**config.mk**
```make
export PLATFORM = sky130hd
export DESIGN_NAME = pdw_ctrl
export DESIGN_NICKNAME = d
export VERILOG_FILES = /design/src/rtl/pdw_pkg.sv /design/src/rtl/pdw_sync_edge.sv /design/src/rtl/pdw_wake_qual.sv /design/src/rtl/pdw_int_hold.sv /design/src/rtl/pdw_ctrl.sv
export SDC_FILE = /design/constraint.sdc
export NUM_CORES = 1
export LEC_CHECK = 0
export BUFFER_PORTS_ARGS = -buffer_cell sky130_fd_sc_hd__buf_2
export CAP_MARGIN = 40
export CORE_MARGIN = 3
export CORE_UTILIZATION = 40
export DETAILED_ROUTE_END_ITERATION = 8
export GPL_ROUTABILITY_DRIVEN = 0
export GPL_TIMING_DRIVEN = 1
export PLACE_DENSITY_LB_ADDON = 0.15
export SLEW_MARGIN = 5
export SYNTH_ARGS = -nofsm -noshare
export SYNTH_HDL_FRONTEND = slang
export SYNTH_SLANG_ARGS = --single-unit
```
**constraint.sdc**
```tcl
create_clock -name clk -period 1.2 [get_ports clk]
set_input_delay 0.12 -clock clk [delete_from_list [all_inputs] [get_ports clk]]
set_output_delay 0.12 -clock clk [all_outputs]
set_load 0.02 [all_outputs]
```
**src/rtl/pdw_pkg.sv**
```systemverilog
package pdw_pkg;
  typedef enum logic [1:0] {
    MODE_IDLE       = 2'b00,
    MODE_VOICE_DATA = 2'b01,
    MODE_DATA_ONLY  = 2'b10,
    MODE_POWER_DOWN = 2'b11
  } pdw_mode_e;

  localparam int SRC_LINE = 0;
  localparam int SRC_BUS  = 1;
  localparam int NUM_SRC  = 2;
endpackage

```
**src/rtl/pdw_sync_edge.sv**
```systemverilog
module pdw_sync_edge #(
  parameter int STAGES = 2,
  parameter bit RISE   = 1'b1,
  parameter bit IDLE   = 1'b0
) (
  input  logic clk,
  input  logic rst,
  input  logic din,
  output logic edge_o
);
  localparam int LAST = STAGES - 1;

  logic [STAGES-1:0] sq;
  logic              prev_q;

  always_ff @(posedge clk) begin
    if (rst) begin
      sq     <= {STAGES{IDLE}};
      prev_q <= IDLE;
    end else begin
      sq     <= {sq[STAGES-2:0], din};
      prev_q <= sq[LAST];
    end
  end

  generate
    if (RISE) begin : g_rise
      assign edge_o = sq[LAST] & ~prev_q;
    end else begin : g_fall
      assign edge_o = ~sq[LAST] & prev_q;
    end
  endgenerate
endmodule

```
**src/rtl/pdw_wake_qual.sv**
```systemverilog
module pdw_wake_qual #(
  parameter int N = 2
) (
  input  logic [N-1:0] evt,
  input  logic [N-1:0] ie,
  input  logic         glob_en,
  output logic         wake
);
  logic [N-1:0] hit;

  generate
    for (genvar i = 0; i < N; i++) begin : g_src
      assign hit[i] = evt[i] & ie[i] & glob_en;
    end
  endgenerate

  assign wake = |hit;
endmodule

```
**src/rtl/pdw_int_hold.sv**
```systemverilog
module pdw_int_hold #(
  parameter int HOLD = 2
) (
  input  logic clk,
  input  logic rst,
  input  logic wake,
  input  logic tick,
  input  logic ack,
  input  logic mask,
  output logic int_n
);
  localparam int CW = $clog2(HOLD + 1);
  localparam logic [CW-1:0] HOLD_C = CW'(HOLD);

  logic          pend_q, pend_d;
  logic [CW-1:0] cnt_q, cnt_d;
  logic          int_n_q, int_n_d;

  always_comb begin
    pend_d = pend_q;
    cnt_d  = cnt_q;
    if (wake) begin
      pend_d = 1'b1;
      cnt_d  = '0;
    end else begin
      if (ack) pend_d = 1'b0;
      if (pend_q && tick && (cnt_q < HOLD_C)) cnt_d = cnt_q + 1'b1;
    end
    int_n_d = !(pend_d && (cnt_d == HOLD_C) && !mask);
  end

  always_ff @(posedge clk) begin
    if (rst) begin
      pend_q  <= 1'b0;
      cnt_q   <= '0;
      int_n_q <= 1'b1;
    end else begin
      pend_q  <= pend_d;
      cnt_q   <= cnt_d;
      int_n_q <= int_n_d;
    end
  end

  assign int_n = int_n_q;
endmodule

```
**src/rtl/pdw_ctrl.sv**
```systemverilog
module pdw_ctrl
  import pdw_pkg::*;
#(
  parameter int              RATE_W      = 3,
  parameter int              SYNC_STAGES = 2,
  parameter int              HOLD_TICKS  = 2,
  parameter logic [RATE_W-1:0] DEFAULT_SEL = '0,
  parameter logic [RATE_W-1:0] STOP_SEL    = '1
) (
  input  logic              clk,
  input  logic              rst,
  input  logic              mode_we,
  input  logic [1:0]        mode_wd,
  input  logic              int_dis,
  input  logic              f7_ie,
  input  logic              tmr_ie,
  input  logic              bus_master,
  input  logic              rate_we,
  input  logic [RATE_W-1:0] rate_wd,
  input  logic              line_act,
  input  logic              line_verdict,
  input  logic              line_valid,
  input  logic              bus_req_n,
  input  logic              bus_clk,
  input  logic              oclk_tick,
  input  logic              int_ack,
  output logic [1:0]        mode,
  output logic              osc_run,
  output logic [RATE_W-1:0] clk_sel,
  output logic              clk_restore,
  output logic              int_n
);
  pdw_mode_e         mode_q, mode_d;
  logic              chk_q, chk_d;
  logic [RATE_W-1:0] rate_q, rate_d;
  logic [RATE_W-1:0] sel_q, sel_d;
  logic              osc_q, osc_d;
  logic              restore_q;

  logic              in_pd;
  logic              req_fall, clk_rise;
  logic              bus_evt, line_evt;
  logic [NUM_SRC-1:0] src_evt, src_ie;
  logic              wake;

  assign in_pd = (mode_q == MODE_POWER_DOWN);

  pdw_sync_edge #(.STAGES(SYNC_STAGES), .RISE(1'b0), .IDLE(1'b1)) u_req_sync (
    .clk(clk), .rst(rst), .din(bus_req_n), .edge_o(req_fall)
  );

  pdw_sync_edge #(.STAGES(SYNC_STAGES), .RISE(1'b1), .IDLE(1'b0)) u_clk_sync (
    .clk(clk), .rst(rst), .din(bus_clk), .edge_o(clk_rise)
  );

  assign bus_evt  = in_pd & (bus_master ? req_fall : clk_rise);
  assign line_evt = in_pd & chk_q & line_verdict & line_valid;

  always_comb begin
    src_evt           = '0;
    src_ie            = '0;
    src_evt[SRC_LINE] = line_evt;
    src_evt[SRC_BUS]  = bus_evt;
    src_ie[SRC_LINE]  = f7_ie;
    src_ie[SRC_BUS]   = tmr_ie;
  end

  pdw_wake_qual #(.N(NUM_SRC)) u_qual (
    .evt(src_evt), .ie(src_ie), .glob_en(!int_dis), .wake(wake)
  );

  always_comb begin
    if (wake)         mode_d = MODE_IDLE;
    else if (mode_we) mode_d = pdw_mode_e'(mode_wd);
    else              mode_d = mode_q;

    if (!in_pd || wake)               chk_d = 1'b0;
    else if (chk_q && line_verdict)   chk_d = 1'b0;
    else if (line_act)                chk_d = 1'b1;
    else                              chk_d = chk_q;

    rate_d = rate_we ? rate_wd : rate_q;
    sel_d  = (mode_d == MODE_POWER_DOWN) ? STOP_SEL : rate_d;
    osc_d  = (mode_d != MODE_POWER_DOWN) | chk_d;
  end

  always_ff @(posedge clk) begin
    if (rst) begin
      mode_q    <= MODE_IDLE;
      chk_q     <= 1'b0;
      rate_q    <= DEFAULT_SEL;
      sel_q     <= DEFAULT_SEL;
      osc_q     <= 1'b1;
      restore_q <= 1'b0;
    end else begin
      mode_q    <= mode_d;
      chk_q     <= chk_d;
      rate_q    <= rate_d;
      sel_q     <= sel_d;
      osc_q     <= osc_d;
      restore_q <= wake;
    end
  end

  pdw_int_hold #(.HOLD(HOLD_TICKS)) u_int (
    .clk(clk), .rst(rst), .wake(wake), .tick(oclk_tick),
    .ack(int_ack), .mask(int_dis), .int_n(int_n)
  );

  assign mode        = mode_q;
  assign osc_run     = osc_q;
  assign clk_sel     = sel_q;
  assign clk_restore = restore_q;
endmodule

```
==> impl_results.md <==
* Failing checks: setup timing
* Total Routing Usage GR at 0.1275
* Critical Path RT at between 1 and 1.5 ns
* Post-Syn Area per Cell at 10.70 sq um
* Yosys warns at 0
* Commonest non-fill, non-tap cells in the layout: buf_2 (27), dfxtp_1 (17), nor2_1 (10)
* Most common cell after layout, fill and taps aside: buf_2
* Share of cells above drive strength 1 at 0.4571
* Post-Synth Adder-Cell Area at 0
* WL final at 1315 um
* Total gr overflow at 0
* Largest family of logic cells by synthesized area: simple AND/OR/NAND/NOR gates
* CTS sink cnt at 21
* Mux share of post-synthesis cell area at 0.09773
* Final HPWL DP at approximately 1000 um
* Core area at 1594 sq um
* Port bufs at 27
* IO Pins at 28
* Sum of negative setup slack at -0.09777 ns
* Critical Path, Cell by Cell: nand4b_1 -> a311o_2 -> nand2b_4 -> buf_6 -> nand3b_1
* PwrDens at 1205 nW/um^2
* NumNets Final at 126
* Stages on worst setup path at 5
* Routed via count at 580
* Sequential fraction of the synthesis area at 0.5864
* Starting Density at 0.4498
* Die Area at 2336 sq um
* Clk_lat worst skew at roughly 0.29 ns
* Top cell type's share of synthesized area at 0.5864
* Clock Pin Slew Worst Setup and Hold Paths at 0.11 ns
* Critical path startpoint: u_req_sync.sq[1]$_SDFF_PP1_
* Post-Layout Inst Area at 982.2 sq um
* Initial antenna violation count at 0
* Critical path's slowest cell: a311o_2
* Compound-Gate Fraction of Synth Area at 0.05934
* Worst slew margin at 0.8063
* Die X at 48.34 um
* Avg WL per Cell at 10.19 um
* Status: complete, but fails checks
* Post-Synth XOR/XNOR Area at 0.01222
* Die Span Y at 48.34 um
* Post-route ant nets at 0
* Maxcap violations at 0
* Setup slack, reg-to-reg at -0.03 ns
* Antenna Cells at 0
* First-pass GRT wire length at 2332 um
* Top area cells in the synthesized netlist: dfxtp_1 (59%), mux2i_1 (9.8%), nor2_1 (5.2%)
* FMAX at 0.8114 GHz
* Post-synthesis cell count at 67
* Buf/Inv on CP at 1
* Simple-gate share of the synthesized area at 0.2339
* Reg-to-reg startpoint: u_req_sync.sq[1]$_SDFF_PP1_
* Area leader, netlist: dfxtp_1
* FF+latch count, synth at 21
* Drc violations at 0
* Final slew viol count at 0
* Crit-path max FO at 6
* Worst EP arrival at 1.47 ns
* Syn nets at between 80 and 90
* Crit Reg-Reg Endpoint: osc_run$_SDFF_PP1_
* Lkg Pwr at roughly 0.44 nW
* Worst Hold Class: in2reg
* Seq. cell area at 425.4 sq um
* Final setup margin at -0.03248 ns
* Unrepaired setup endpoints after global routing: true
* Worst-Margin Slew at 0.2875 ns
* Fillcell total at approximately 160
* Final setup violating endpoints at 10
* Synth unique cells at 22
* CTS buffer count at 3
* Initial DRT Pass Iterations at 4
* Iter 0 DRT Violations at 8
* Setup crit start kind: flop
* Syn-to-layout area delta at 37.00%
* Worst VDD drop at 0.0007976 V
* CTS tree: done
* Tmin final at 1.232 ns
* Root buffer cell: clkbuf_4
* Final Non-Filler Cells at 129
* Via density at 4.496
* Setup Skew at roughly 0.0053 ns
* Multi-input gate area at approximately 300 sq um
* Total power at between 0.001 and 0.0015 W
* Core Rows at 14
* Crit-path leading delay family: compound AO/OA/AOI/OAI gates
* Vias in the first global route at between 500 and 600
* DP Area at 925.9 sq um
* End of the critical path: osc_run$_SDFF_PP1_
* Kind of critical path: reg2reg
* Final Cycle Share at 1.027
* Crit-path max cell delay at 0.41 ns
* CTS Buffer Depth at 2
* Cells after DPL at 123
* Largest net degree at the start of global routing at 15
* Post-Syn Area at approximately 720 sq um
* Cells on worst reg2reg path at 5
* Final hold violation count at 0
* CP Capture Type: flop
* H-tree depth at 1
power by group:
group / total [W] / switching, W / internal (W)
clock network: 0.000321 / 0.000192 / 0.000129
logic: 0.000132 / 0.0000651 / 0.0000673
registers: 0.000731 / 0.00000666 / 0.000724
total: 0.00118 / 0.000263 / 0.000920
how the worst min path moves through the flow:
stage                    from                      endpoint  slack [ns]  cells after the start
finish                int_dis        u_int.int_n$_SDFF_PP1_        0.03                      2
global route          int_dis        u_int.int_n$_SDFF_PP1_        0.03                      2
CTS                   int_dis        u_int.int_n$_SDFF_PP1_        0.02                      2
detailed placement  bus_req_n   u_req_sync.sq[0]$_SDFF_PP1_        0.31                      2
global placement    bus_req_n   u_req_sync.sq[0]$_SDFF_PP1_        0.30                      2
floorplan                 rst  u_clk_sync.prev_q$_SDFF_PP0_        0.19                      1
final cells by class:
class	instances	area share
tap	24	0.03057
clock buffer	4	0.02675
multi-input combinational	44	0.3006
inverter	1	0.003822
sequential	21	0.4331
timing repair buffer	35	0.2051
stage by stage:
stage                     worst slack (ns)  hold slack (ns)    util
final                             -0.03248          0.02615  0.6162
after global routing              -0.09728          0.02775  0.6162
after CTS                         -0.04822          0.01705  0.6154
after detailed placement           -0.1001           0.3066  0.5808
after global placement            -0.07750           0.3034  0.5808
after floorplan                   -0.08533           0.1916       -
kinds of logic (layout without fill, tap and decap cells):
kind of cell           Yosys count  in the layout
AND/OR/NAND/NOR                 29             29
multiplexers                     7              7
buffers and inverters            2             40
flip-flops                      21             21
AO/OA/AOI/OAI                    7              7
XOR/XNOR                         1              1
repair_timing:
item                       in CTS  in global routing
buffers inserted                1                  0
hold endpoints to repair        1                  0
hold buffers                    1                  0
setup endpoints to repair      11                 12
pin swaps                       4                  0
gates resized for setup         4                  1
metal layers:
metal / up-vias / wire length, um / track usage
met5: - / 0 / 0
met4: 0 / 24 / 0.07109
met3: 2 / 89 / 0.04294
met2: 17 / 613 / 0.1881
met1: 257 / 587 / 0.1628
li1: 304 / - / -
registers in the layout (all words and copies together) (netlist names), 2 cells and up:
signal	flops
clk_sel	3
rate_q	3
mode	2
u_clk_sync.sq	2
u_int.cnt_q	2
u_req_sync.sq	2
worst reg2reg max path, cell delays in order (launching register included):
cell and delay [ns]:
dfxtp_1 0.32, nand4b_1 0.16, a311o_2 0.41, nand2b_4 0.08
buf_6 0.11, nand3b_1 0.10
synthesized netlist by cell type:
cell and count:
nand2b_4 1, a21oi_1 4, nand3_1 2, nand4b_1 1
nand3b_1 1, nand2_1 3, nor2b_1 3, inv_1 1
or2_2 3, mux2i_1 7, a311o_2 1, and2b_1 1
clkbuf_1 1, o21ai_0 1, or2b_2 1, nor2_1 10
or4_1 1, a31oi_1 1, dfxtp_1 21, nand4bb_1 1
xnor2_1 1, nand4_1 1
Power figures use the tool's default switching activity.
